### src/rtl/line_watch_pkg.sv
package line_watch_pkg;
  typedef enum logic [0:0] {
    ALERT_IDLE = 1'b0,
    ALERT_PEND = 1'b1
  } alert_state_e;

  typedef struct packed {
    logic remote;
    logic write;
  } snoop_kind_t;
endpackage

### src/rtl/watch_tag_reg.sv
module watch_tag_reg #(
  parameter int ADDR_W = 32,
  parameter int OFS_W  = 6
) (
  input  logic              clk,
  input  logic              rst_n,
  input  logic              load_i,
  input  logic [ADDR_W-1:0] load_addr_i,
  input  logic              release_i,
  input  logic              kill_i,
  input  logic [ADDR_W-1:0] probe_addr_i,
  output logic              valid_o,
  output logic              hit_o
);
  localparam int TAG_W = ADDR_W - OFS_W;

  logic [TAG_W-1:0] tag_q;
  logic             valid_q;

  // release outranks load; a load outranks the kill from a detection
  always_ff @(posedge clk or negedge rst_n) begin
    if (!rst_n) begin
      valid_q <= 1'b0;
      tag_q   <= '0;
    end else if (release_i) begin
      valid_q <= 1'b0;
    end else if (load_i) begin
      valid_q <= 1'b1;
      tag_q   <= load_addr_i[ADDR_W-1:OFS_W];
    end else if (kill_i) begin
      valid_q <= 1'b0;
    end
  end

  // offset bits take no part in the compare
  assign hit_o   = valid_q && (probe_addr_i[ADDR_W-1:OFS_W] == tag_q);
  assign valid_o = valid_q;
endmodule

### src/rtl/handler_reg.sv
module handler_reg #(
  parameter int HANDLER_W        = 32,
  parameter bit CLEAR_ON_RELEASE = 1'b1
) (
  input  logic                 clk,
  input  logic                 rst_n,
  input  logic                 set_i,
  input  logic [HANDLER_W-1:0] set_addr_i,
  input  logic                 release_i,
  output logic [HANDLER_W-1:0] handler_o,
  output logic                 installed_o
);
  logic [HANDLER_W-1:0] addr_q;
  logic                 inst_q;
  logic                 clr;

  generate
    if (CLEAR_ON_RELEASE) begin : g_merged
      assign clr = release_i;
    end else begin : g_split
      assign clr = 1'b0;
    end
  endgenerate

  // a set in the same cycle as a release wins
  always_ff @(posedge clk or negedge rst_n) begin
    if (!rst_n) begin
      addr_q <= '0;
      inst_q <= 1'b0;
    end else if (set_i) begin
      addr_q <= set_addr_i;
      inst_q <= 1'b1;
    end else if (clr) begin
      addr_q <= '0;
      inst_q <= 1'b0;
    end
  end

  assign handler_o   = addr_q;
  assign installed_o = inst_q;
endmodule

### src/rtl/alert_ctrl.sv
module alert_ctrl
  import line_watch_pkg::*;
(
  input  logic clk,
  input  logic rst_n,
  input  logic reenable_i,
  input  logic detect_i,
  input  logic take_i,
  output logic enable_o,
  output logic alert_o
);
  alert_state_e state_q;
  logic         en_q;

  // a detection clears the enable even if a re-enable arrives with it
  always_ff @(posedge clk or negedge rst_n) begin
    if (!rst_n) begin
      en_q <= 1'b0;
    end else if (detect_i) begin
      en_q <= 1'b0;
    end else if (reenable_i) begin
      en_q <= 1'b1;
    end
  end

  // alert held until the core takes it
  always_ff @(posedge clk or negedge rst_n) begin
    if (!rst_n) begin
      state_q <= ALERT_IDLE;
    end else begin
      unique case (state_q)
        ALERT_IDLE: if (detect_i) state_q <= ALERT_PEND;
        ALERT_PEND: if (take_i)   state_q <= ALERT_IDLE;
        default:                  state_q <= ALERT_IDLE;
      endcase
    end
  end

  assign enable_o = en_q;
  assign alert_o  = (state_q == ALERT_PEND);
endmodule

### src/rtl/line_watch_unit.sv
module line_watch_unit
  import line_watch_pkg::*;
#(
  parameter int ADDR_W                 = 32,
  parameter int LINE_BYTES             = 64,
  parameter int HANDLER_W              = 32,
  parameter bit RELEASE_CLEARS_HANDLER = 1'b1
) (
  input  logic                 clk,
  input  logic                 rst_n,
  input  logic                 cmd_watch,
  input  logic [ADDR_W-1:0]    cmd_watch_addr,
  input  logic                 cmd_release,
  input  logic                 cmd_set_handler,
  input  logic [HANDLER_W-1:0] cmd_handler_addr,
  input  logic                 cmd_reenable,
  input  logic                 snoop_valid,
  output logic                 snoop_ready,
  input  logic [ADDR_W-1:0]    snoop_addr,
  input  logic                 snoop_write,
  input  logic                 snoop_remote,
  output logic                 alert_valid,
  input  logic                 alert_ready,
  output logic [HANDLER_W-1:0] alert_handler
);
  localparam int OFS_W = $clog2(LINE_BYTES);

  snoop_kind_t kind;
  logic        snoop_fire;
  logic        watch_valid;
  logic        watch_hit;
  logic        handler_installed;
  logic        alert_enable;
  logic        detect;

  assign kind.remote = snoop_remote;
  assign kind.write  = snoop_write;

  // back-pressure snoops while an alert waits for the core
  assign snoop_ready = !alert_valid;
  assign snoop_fire  = snoop_valid && snoop_ready;

  // only remote writes that hit an armed watch count
  assign detect = snoop_fire && kind.remote && kind.write && watch_hit
                  && alert_enable && handler_installed;

  watch_tag_reg #(
    .ADDR_W (ADDR_W),
    .OFS_W  (OFS_W)
  ) u_watch (
    .clk          (clk),
    .rst_n        (rst_n),
    .load_i       (cmd_watch),
    .load_addr_i  (cmd_watch_addr),
    .release_i    (cmd_release),
    .kill_i       (detect),
    .probe_addr_i (snoop_addr),
    .valid_o      (watch_valid),
    .hit_o        (watch_hit)
  );

  handler_reg #(
    .HANDLER_W        (HANDLER_W),
    .CLEAR_ON_RELEASE (RELEASE_CLEARS_HANDLER)
  ) u_handler (
    .clk         (clk),
    .rst_n       (rst_n),
    .set_i       (cmd_set_handler),
    .set_addr_i  (cmd_handler_addr),
    .release_i   (cmd_release),
    .handler_o   (alert_handler),
    .installed_o (handler_installed)
  );

  alert_ctrl u_alert (
    .clk        (clk),
    .rst_n      (rst_n),
    .reenable_i (cmd_reenable),
    .detect_i   (detect),
    .take_i     (alert_ready),
    .enable_o   (alert_enable),
    .alert_o    (alert_valid)
  );
endmodule

### config.mk
export PLATFORM = sky130hd
export DESIGN_NAME = line_watch_unit
export DESIGN_NICKNAME = d
export VERILOG_FILES = /design/src/rtl/line_watch_pkg.sv /design/src/rtl/watch_tag_reg.sv /design/src/rtl/handler_reg.sv /design/src/rtl/alert_ctrl.sv /design/src/rtl/line_watch_unit.sv
export SDC_FILE = /design/constraint.sdc
export NUM_CORES = 1
export LEC_CHECK = 0
export ABC_AREA = 0
export BUFFER_PORTS_ARGS = -buffer_cell sky130_fd_sc_hd__buf_4
export CAP_MARGIN = 20
export CORE_MARGIN = 4
export CORE_UTILIZATION = 44
export DETAILED_ROUTE_END_ITERATION = 8
export PLACE_DENSITY = 0.79
export SETUP_SLACK_MARGIN = 0.4
export SLEW_MARGIN = 10
export SYNTH_ARGS = -nofsm -noshare
export SYNTH_HDL_FRONTEND = slang
export SYNTH_SLANG_ARGS = --single-unit
export TNS_END_PERCENT = 30
### constraint.sdc
create_clock -name clk -period 2 [get_ports clk]
set_clock_uncertainty 0.15 [all_clocks]
set_input_delay 0.1 -clock clk [delete_from_list [all_inputs] [get_ports clk]]
set_output_delay 0.1 -clock clk [all_outputs]
set_load 0.01 [all_outputs]
=== After elaboration in Yosys (flattened, before gate mapping) ===
Cells that the tools add are included.

* Flip-flop bits (word level): 62
* Bits of input ports: 106
* Output and inout port bits: 34
* Logic and storage cells: 33

* Eq/ne operators: 1
* Muxes and demuxes: 12
* Bitwise logic cells: 2
* Reduce and logical (&&, ||, !) cells: 12

{| class="wikitable"
|+ Operators with widths
! kind !! number
|-
| 2-to-1 mux 32 bit || 2
|-
| equality test 26 bit || 1
|-
| 2-to-1 mux 1 bit || 9
|-
| logical AND 1 bit || 7
|-
| nonzero test 2 bit || 2
|-
| nonzero test 3 bit || 1
|-
| NOT 1 bit || 2
|-
| one-hot mux 1 bit (2 select lines) || 1
|-
| AND reduction 2 bit || 1
|-
| logical NOT 1 bit || 1
|}

=== Depth between registers and ports, before layout ===
Gate-level depths: netlist (run 1).

* Depth after elaboration: 10
* Mapped depth: 5
* Depth with buffers taken out: 4

=== Cells and area by module ===
From an unflattened synthesis (run 1), not the netlist that was laid out.

* Cell total of the unflattened synthesis: 180
* Area total of the unflattened synthesis: 2598.7 um2

{| class="wikitable"
|+ Modules (own cells, without submodules)
! module !! times used !! cells an instance !! area an instance (um2) !! seq. area each (um2)
|-
| watch_tag_reg || 1 || 95 || 1292.5 || 675.6
|-
| handler_reg || 1 || 75 || 1211.2 || 825.8
|-
| alert_ctrl || 1 || 6 || 71.3 || 50.0
|-
| line_watch_unit || 1 || 4 || 23.8 || 0.0
|}

=== Worst setup path before layout (run 1) ===
No wires, ideal clock.

* Kind: register -> register
* Start: register u_alert.state_q, in the netlist u_alert.alert_o
* End: register u_alert.en_q, in the netlist u_alert.enable_o
* Library setup time: 0.133 ns
* Arrival: 1.391 ns
* Required time: 1.717 ns
* Setup slack: 0.326 ns
* Cell stages (with the launch flop): 5
* Buffers on the path: 0
* Period minus slack after synthesis: 1.674 ns
* Cell sequence: dfrtp_1 > nand4b_1 > or4_4 > nor4_4 > a21oi_1

* Cells in the longest elaborated chain, start to end: 8
* Elaborated cells between the ends (all ways): 9
* Those cells by class: 1 x mux; 8 x reduce/logical

{| class="wikitable"
|+ Ends and longest elaborated chain
! element !! line !! source
|-
| start, declared || alert_ctrl.sv:12 || <nowiki>alert_state_e state_q;</nowiki>
|-
| start signal, assigned || alert_ctrl.sv:29 || <nowiki>state_q <= ALERT_IDLE;</nowiki>
|-
| start signal, assigned || alert_ctrl.sv:32 || <nowiki>ALERT_IDLE: if (detect_i) state_q <= ALERT_PEND;</nowiki>
|-
| start signal, assigned || alert_ctrl.sv:33 || <nowiki>ALERT_PEND: if (take_i) state_q <= ALERT_IDLE;</nowiki>
|-
| logical NOT 1 bit * || line_watch_unit.sv:40 || <nowiki>assign snoop_ready = !alert_valid;</nowiki>
|-
| logical AND 1 bit * || line_watch_unit.sv:41 || <nowiki>assign snoop_fire = snoop_valid && snoop_ready;</nowiki>
|-
| logical AND 1 bit * (3 in a row) || line_watch_unit.sv:44 || <nowiki>assign detect = snoop_fire && kind.remote && kind.write && watch_hit</nowiki>
|-
| logical AND 1 bit * (2 in a row) || line_watch_unit.sv:45 || <nowiki>&& alert_enable && handler_installed;</nowiki>
|-
| 2-to-1 mux 1 bit or nonzero test 2 bit (tied branches) || n/a ||
|-
| end signal, assigned || alert_ctrl.sv:18 || <nowiki>en_q <= 1'b0;</nowiki>
|-
| end signal, assigned || alert_ctrl.sv:20 || <nowiki>en_q <= 1'b0;</nowiki>
|-
| end signal, assigned || alert_ctrl.sv:22 || <nowiki>en_q <= 1'b1;</nowiki>
|-
| end, declared || alert_ctrl.sv:13 || <nowiki>logic en_q;</nowiki>
|}

Mark *: on every way between the ends. The rest lies on a longest branch, timed or not.
A chain may end at the register's enable or synchronous reset.

=== Final worst setup path (run 1) ===
* Start: register u_watch.tag_q[17]
* End: register u_alert.en_q, in the netlist u_alert.enable_o

* Cells in the longest elaborated chain, start to end: 6
* Elaborated cells between the ends (all ways): 7
* Those cells by class: 1 x eq/ne; 1 x mux; 5 x reduce/logical

{| class="wikitable"
|+ Ends and longest elaborated chain
! element !! line !! source
|-
| start, declared || watch_tag_reg.sv:17 || <nowiki>logic [TAG_W-1:0] tag_q;</nowiki>
|-
| start signal, assigned || watch_tag_reg.sv:29 || <nowiki>tag_q <= load_addr_i[ADDR_W-1:OFS_W];</nowiki>
|-
| equality test 26 bit * || watch_tag_reg.sv:36 || <nowiki>assign hit_o = valid_q && (probe_addr_i[ADDR_W-1:OFS_W] == tag_q);</nowiki>
|-
| logical AND 1 bit * || watch_tag_reg.sv:36 ||
|-
| logical AND 1 bit * || line_watch_unit.sv:44 ||
|-
| logical AND 1 bit * (2 in a row) || line_watch_unit.sv:45 ||
|-
| 2-to-1 mux 1 bit or nonzero test 2 bit (tied branches) || n/a ||
|}

Marks and branches as above.

==> qor.txt, run 1 <==
switching power - 0.760 mW
register area share after synthesis - 61.1%
DR vias/cell - 4.96
core footprint - 5540 um2
grt ovf - 0
Total GRT Usage - 21.6%
setup violators final - 0
cell row count - 27
CP max stage delay - 0.55 ns
Power Dens Cells - 718 nW/um2
full die area - 7050 um2
delay-heaviest family, CP - simple AND/OR/NAND/NOR gates
worst setup path startpoint - u_watch.tag_q[17]
Comb power frac - 20.1%
end of the critical path - u_alert.enable_o
clock share of power - 33.3%
part of the power in registers - 46.6%
CTS clock-pin slew for the worst setup and hold paths - 0.06 ns
startpoint types - flip-flop
Peak VDD IR - 0.611 mV
CP cell instances - xor2_1, or4_4, nor4_4, a21oi_1
Worst Setup End Kind - flip-flop
Period minus WS final - 1.65 ns
FF-to-FF setup slack - 0.35 ns
RR Endpoint - u_alert.enable_o
Longest Clk Path Bufs - 2
number of routed nets with antenna violations - 0
Final period util - 82.6%
largest net degree at the start of global routing - 63
TritonCTS Sinks - 62
WL/cell - 16.0 um
Routability Congestion - 0.729
status - complete, no violations
layout cells sized above 1 - 39.5%
Clock Latency Late Sink - 0.32 ns
Hold Fails Final Rpt - 0
CTS buffer count - 9
r2r worst-path depth - 4
Yosys cell types - 22
r2r startpoint - u_watch.tag_q[17]
Setup WS post-layout - 0.347 ns
initial DRC count - 73
initial core utilization - 45.8%
RSZ-0062 raised after global routing - true
diode count - 0
setup TNS - 0 ns
Max Freq - 0.605 GHz
Syn-to-layout area delta - 72.6%
P_int - 2.39 mW
Yosys warning total - 0
post-CTS sizing - 0
#FFs+latches synth - 62
post-DP HPWL - 4680 um
Max-Cap Viols - 0
CP Class - reg2reg
# DRC - 0
Crit path required time - 2.04 ns
H-tree levels - 3
Via Count - 2215
CP Buf/Inv Count - 0
chip height - 84.0 um
Worst Tran Pin Value - 0.754 ns
CTS tree - done
Pleak - 2.06 nW
drt pass-1 iters - 4
number of nets in the layout - 477
worst-path maximum fanout - 3
slowest cell on the critical path - or4_4
Total Wirelength - 7160 um
# IOs - 140
port buffer count - 127
Slew HR - 49.7%
pre-CTS WS - 0.357 ns
Post-Syn Area - 2540 um2
initial antenna violation count - 0
CTS root buf - clkbuf_8
critical path arrival - 1.70 ns
number of global-route vias before repair - 2453
post-synthesis instance total - 178
die width - 84.0 um
HP Class - in2reg
Syn Area/Cell - 14.3 um2
Sw Share - 24.1%
first-pass GRT wire length - 12000 um
Net Count, Synth - 284
Slew Viols, Final - 0
Crit path depth - 4
worst min-delay path by stage:
stage / startpoint / endpoint / slack (ns) / depth (start not counted)
5_1_grt: cmd_set_handler / u_handler.installed_o / 0.09 / 2
3_5_place_dp: rst_n / u_watch.tag_q[3] / 0.08 / 1
6_report: cmd_set_handler / u_handler.installed_o / 0.10 / 2
2_1_floorplan: rst_n / u_alert.alert_o / -0.35 / 0
4_1_cts: snoop_addr[15] / u_alert.alert_o / 0.08 / 5
3_3_place_gp: rst_n / u_watch.tag_q[3] / 0.08 / 1
power by group through the flow:
stage          sequential [mW]  clock [mW]  combinational (mW)
6_report                  1.46        1.05               0.634
5_1_grt                   1.48        1.14               0.693
4_1_cts                   1.46        1.08               0.635
3_5_place_dp              1.48           0               0.533
3_3_place_gp              1.48           0               0.519
2_1_floorplan             1.49           0               0.228
routing by layer:
metal	track usage [%]	wire length (um)
met1	24.2	2720
met2	38.6	3900
met3	6.02	387
met4	8.63	153
met5	0	0
placed cells by master (no fill, tap or decap), types with 2 or more instances in the layout:
cell type      count
clkbuf_8          10
xnor2_1           24
buf_4            129
a21oi_1            2
dlygate4sd3_1     63
a22o_1            32
clkinv_2           2
inv_1              2
xor2_1             2
dfrtp_1           62
mux2_1            25
nand4_1            6
layout make-up:
| type | count | area, um2 |
|---|---|---|
| sequential | 62 | 1550 |
| tap | 72 | 90.1 |
| inverter | 2 | 7.51 |
| fill | 353 | 1160 |
| clock inverter | 4 | 47.5 |
| timing repair buffer | 192 | 1600 |
| multi-input combinational | 104 | 946 |
| clock buffer | 11 | 141 |
sequential cells by signal (all words and copies together), names as in the netlist:
signal                 count
u_alert.alert_o            1
u_handler.installed_o      1
u_handler.handler_o       32
u_watch.tag_q             26
u_watch.valid_o            1
u_alert.enable_o           1
repair_timing:
item	in CTS	in global routing
setup endpoints to repair	3	3
endpoints found under the hold margin	124	0
hold buffers	63	0
buffers inserted	0	0
cell usage after synthesis:
cell,instances,share of area [%]
o21ai_0,1,0.20
xor2_1,2,0.69
mux2_2,1,0.44
nor4_4,1,0.84
dfrtp_1,62,61
a22o_1,32,11
nand3_1,1,0.20
mux2_1,25,11
or4_4,1,0.44
xnor2_1,24,8.3
nand4_1,6,1.5
a21oi_1,2,0.39
nand4b_1,1,0.34
inv_1,2,0.30
nor4_1,1,0.25
nor2_1,2,0.30
buf_2,2,0.39
clkbuf_1,8,1.2
o2bb2ai_1,1,0.34
nor2b_1,1,0.25
nor3_1,1,0.20
a21o_1,1,0.30
worst register-to-register path, delay by kind of cell, from the launching register on:
kind | cells | cell delay (ns)
AND/OR/NAND/NOR | 2 | 0.74
flip-flops | 1 | 0.39
XOR/XNOR | 1 | 0.16
AO/OA/AOI/OAI | 1 | 0.10
per-stage QoR:
stage	hold slack [ns]	total power, mW	instance area, um2	cells	utilization [%]
after floorplan	-0.346	1.72	2540	178	-
after global placement	0.0757	2.00	3560	369	64.3
after detailed placement	0.0809	2.02	3560	369	64.3
after CTS	0.0804	3.17	4380	447	79.1
after global routing	0.0927	3.31	4380	447	79.1
final	0.102	3.15	4380	447	79.1
kinds of logic after synthesis:
family | count (synthesis) | synth area share (%)
AO/OA/AOI/OAI | 37 | 12.3
XOR/XNOR | 26 | 8.97
buffers and inverters | 12 | 1.87
flip-flops | 62 | 61.1
multiplexers | 26 | 11.5
AND/OR/NAND/NOR | 15 | 4.29
Power figures use the tool's default switching activity.
==> inputs of run 2 (changes only) <==
CORE_UTILIZATION = 40   (was 44)
PLACE_DENSITY = 0.76   (was 0.79)
clock period = 1.4 ns   (was 2 ns; I/O delays follow)
==> qor.txt, run 2 (synthesized netlist as in run 1, its figures left out) <==
Power Total - 5.13 mW (was 3.15 mW)
core footprint - 6030 um2 (was 5540 um2)
RSZ-0062 raised after global routing - true (unchanged)
Max Freq - 0.587 GHz (was 0.605 GHz)
grt ovf - 0 (unchanged)
HP Class - in2async (was in2reg)
CTS root buf - clkbuf_8 (unchanged)
worst-path maximum fanout - 3 (unchanged)
Comb power frac - 21.0% (was 20.1%)
fillers - 342 (was 353)
Total GRT Usage - 21.6% (about the same)
largest net degree at the start of global routing - 38 (was 63)
Slew Viols, Final - 0 (unchanged)
# IOs - 140 (unchanged)
initial DRC count - 78 (was 73)
clock share of power - 37.8% (was 33.3%)
Longest Clk Path Bufs - 2 (unchanged)
delay-heaviest family, CP - simple AND/OR/NAND/NOR gates (unchanged)
CTS buffer count - 9 (unchanged)
Slew HR - 75.7% (was 49.7%)
Setup WS post-layout - -0.303 ns (was 0.347 ns)
fin area - 4820 um2 (was 4380 um2)
Hold Fails Final Rpt - 0 (unchanged)
initial core utilization - 42.2% (was 45.8%)
CP Buf/Inv Count - 0 (unchanged)
cell row count - 28 (was 27)
setup TNS - -0.883 ns (was 0 ns)
setup violators final - 3 (was 0)
H-tree levels - 3 (unchanged)
Sw Share - 24.3% (was 24.1%)
drt pass-1 iters - 4 (unchanged)
Syn-to-layout area delta - 89.9% (was 72.6%)
commonest non-fill, non-tap cell in the layout - buf_4 (unchanged)
CTS tree - done (unchanged)
layout cells sized above 1 - 45.8% (was 39.5%)
Crit path required time - 1.46 ns (was 2.04 ns)
post-DP HPWL - 5040 um (was 4680 um)
# DRC - 0 (unchanged)
Pleak - 2.28 nW (was 2.06 nW)
chip height - 87.7 um (was 84.0 um)
Placed Instance Area - 3710 um2 (was 3560 um2)
number of routed nets with antenna violations - 0 (unchanged)
max FFs per register - 32 (unchanged)
startpoint types - flip-flop (unchanged)
multi-input logic area - 1010 um2 (was 946 um2)
P_int - 3.88 mW (was 2.39 mW)
first-pass GRT wire length - 12500 um (was 12000 um)
Reg area - 1550 um2 (unchanged)
Clock Latency Late Sink - 0.34 ns (was 0.32 ns)
CTS clock-pin slew for the worst setup and hold paths - 0.08 ns (was 0.06 ns)
number of nets in the layout - 490 (was 477)
Max-Cap Viols - 0 (unchanged)
part of the power in registers - 41.2% (was 46.6%)
CP max stage delay - 0.55 ns (about the same)
failing checks - setup timing
TritonCTS Sinks - 62 (unchanged)
number of global-route vias before repair - 2548 (was 2453)
CP cell instances - xor2_1, or4_4, nor4_4, a21oi_1 (unchanged)
Peak VDD IR - 0.775 mV (was 0.611 mV)
DR vias/cell - 4.88 (was 4.96)
port buffer count - 127 (unchanged)
critical path arrival - 1.77 ns (was 1.70 ns)
smallest hold slack - 0.0283 ns (was 0.102 ns)
Worst Tran Pin Value - 0.365 ns (was 0.754 ns)
Total Wirelength - 8510 um (was 7160 um)
CP Class - reg2reg (unchanged)
Power Dens Cells - 1060 nW/um2 (was 718 nW/um2)
die width - 87.7 um (was 84.0 um)
full die area - 7690 um2 (was 7050 um2)
Period minus WS final - 1.70 ns (was 1.65 ns)
status - complete, but fails checks (was complete, no violations)
initial antenna violation count - 1 (was 0)
Via Count - 2271 (was 2215)
slowest cell on the critical path - or4_4 (unchanged)
Worst Setup End Kind - flip-flop (unchanged)
switching power - 1.25 mW (was 0.760 mW)
WL/cell - 18.3 um (was 16.0 um)
Final period util - 122% (was 82.6%)
most frequent cells in the layout - buf_4 (100), dlygate4sd3_1 (62), dfrtp_1 (62), buf_6 (37), a22o_1 (32) (was buf_4 (129), dlygate4sd3_1 (63), dfrtp_1 (62), a22o_1 (32), mux2_1 (25))
Routability Congestion - 0.741 (was 0.729)
==> run 2: area by class of cell <==
type / count / area share (%)
Clock buffer: 9 / 2.57
Inverter: 2 / 0.208
Tap cell: 75 / 1.95
Antenna cell: 1 / 0.0519
Clock inverter: 7 / 2.52
Multi-Input combinational cell: 104 / 20.9
Timing Repair Buffer: 205 / 39.6
Sequential cell: 62 / 32.2
==> run 2: power by group through the flow <==
stage	combinational [mW]	sequential [mW]	clock, mW
floorplan	0.390	2.13	0
global placement	0.830	2.12	0
detailed placement	0.846	2.12	0
CTS	1.04	2.11	1.96
global route	1.15	2.13	2.05
finish	1.08	2.11	1.94
==> run 2: through the flow <==
step | worst slack [ns] | std cells | utilization (%)
detailed placement | -0.248 | 378 | 61.5
finish | -0.303 | 465 | 80.0
floorplan | -0.198 | 178 | -
global route | -0.373 | 465 | 80.0
global placement | -0.226 | 378 | 61.5
CTS | -0.265 | 461 | 78.8
==> run 2: path summary, 6_finish.rpt <==
path / from / to / slack (ns) / cells after the start
worst max-delay path: u_watch.tag_q[17] / u_watch.valid_o / -0.30 / 4
worst min-delay path: rst_n / u_handler.handler_o[0] / 0.03 / 2
worst max register to register: u_watch.tag_q[17] / u_watch.valid_o / -0.30 / 4
worst min register to register: u_watch.tag_q[12] / u_watch.tag_q[12] / 0.36 / 1
max in group asynchronous: rst_n / u_handler.handler_o[28] / 0.55 / 3
min in group clk: snoop_write / u_alert.enable_o / 0.06 / 5
==> run 2: timing repair <==
action                                  in CTS  in global routing
resized for setup                           37                  4
gates cloned                                 0                  2
pin swaps                                    0                  2
hold buffers                                63                  0
endpoints found under the hold margin      124                  0
endpoints found under the setup margin      38                 70
setup buffers                                4                  1
==> run 2: layer usage <==
layer	share of wire [%]	routed length (um)	vias to the layer above	track usage, %
met5	0	0	-	0
met3	3.7	316	18	3.76
met2	57	4830	75	39.9
met1	37	3130	1114	23.2
li1	-	-	1064	-
met4	2.8	235	0	12.1
==> run 2: worst register-to-register path: stages (launching register included) <==
cell	delay [ns]
dfrtp_1	0.40
xor2_1	0.17
or4_4	0.55
nor4_4	0.20
a21oi_1	0.11
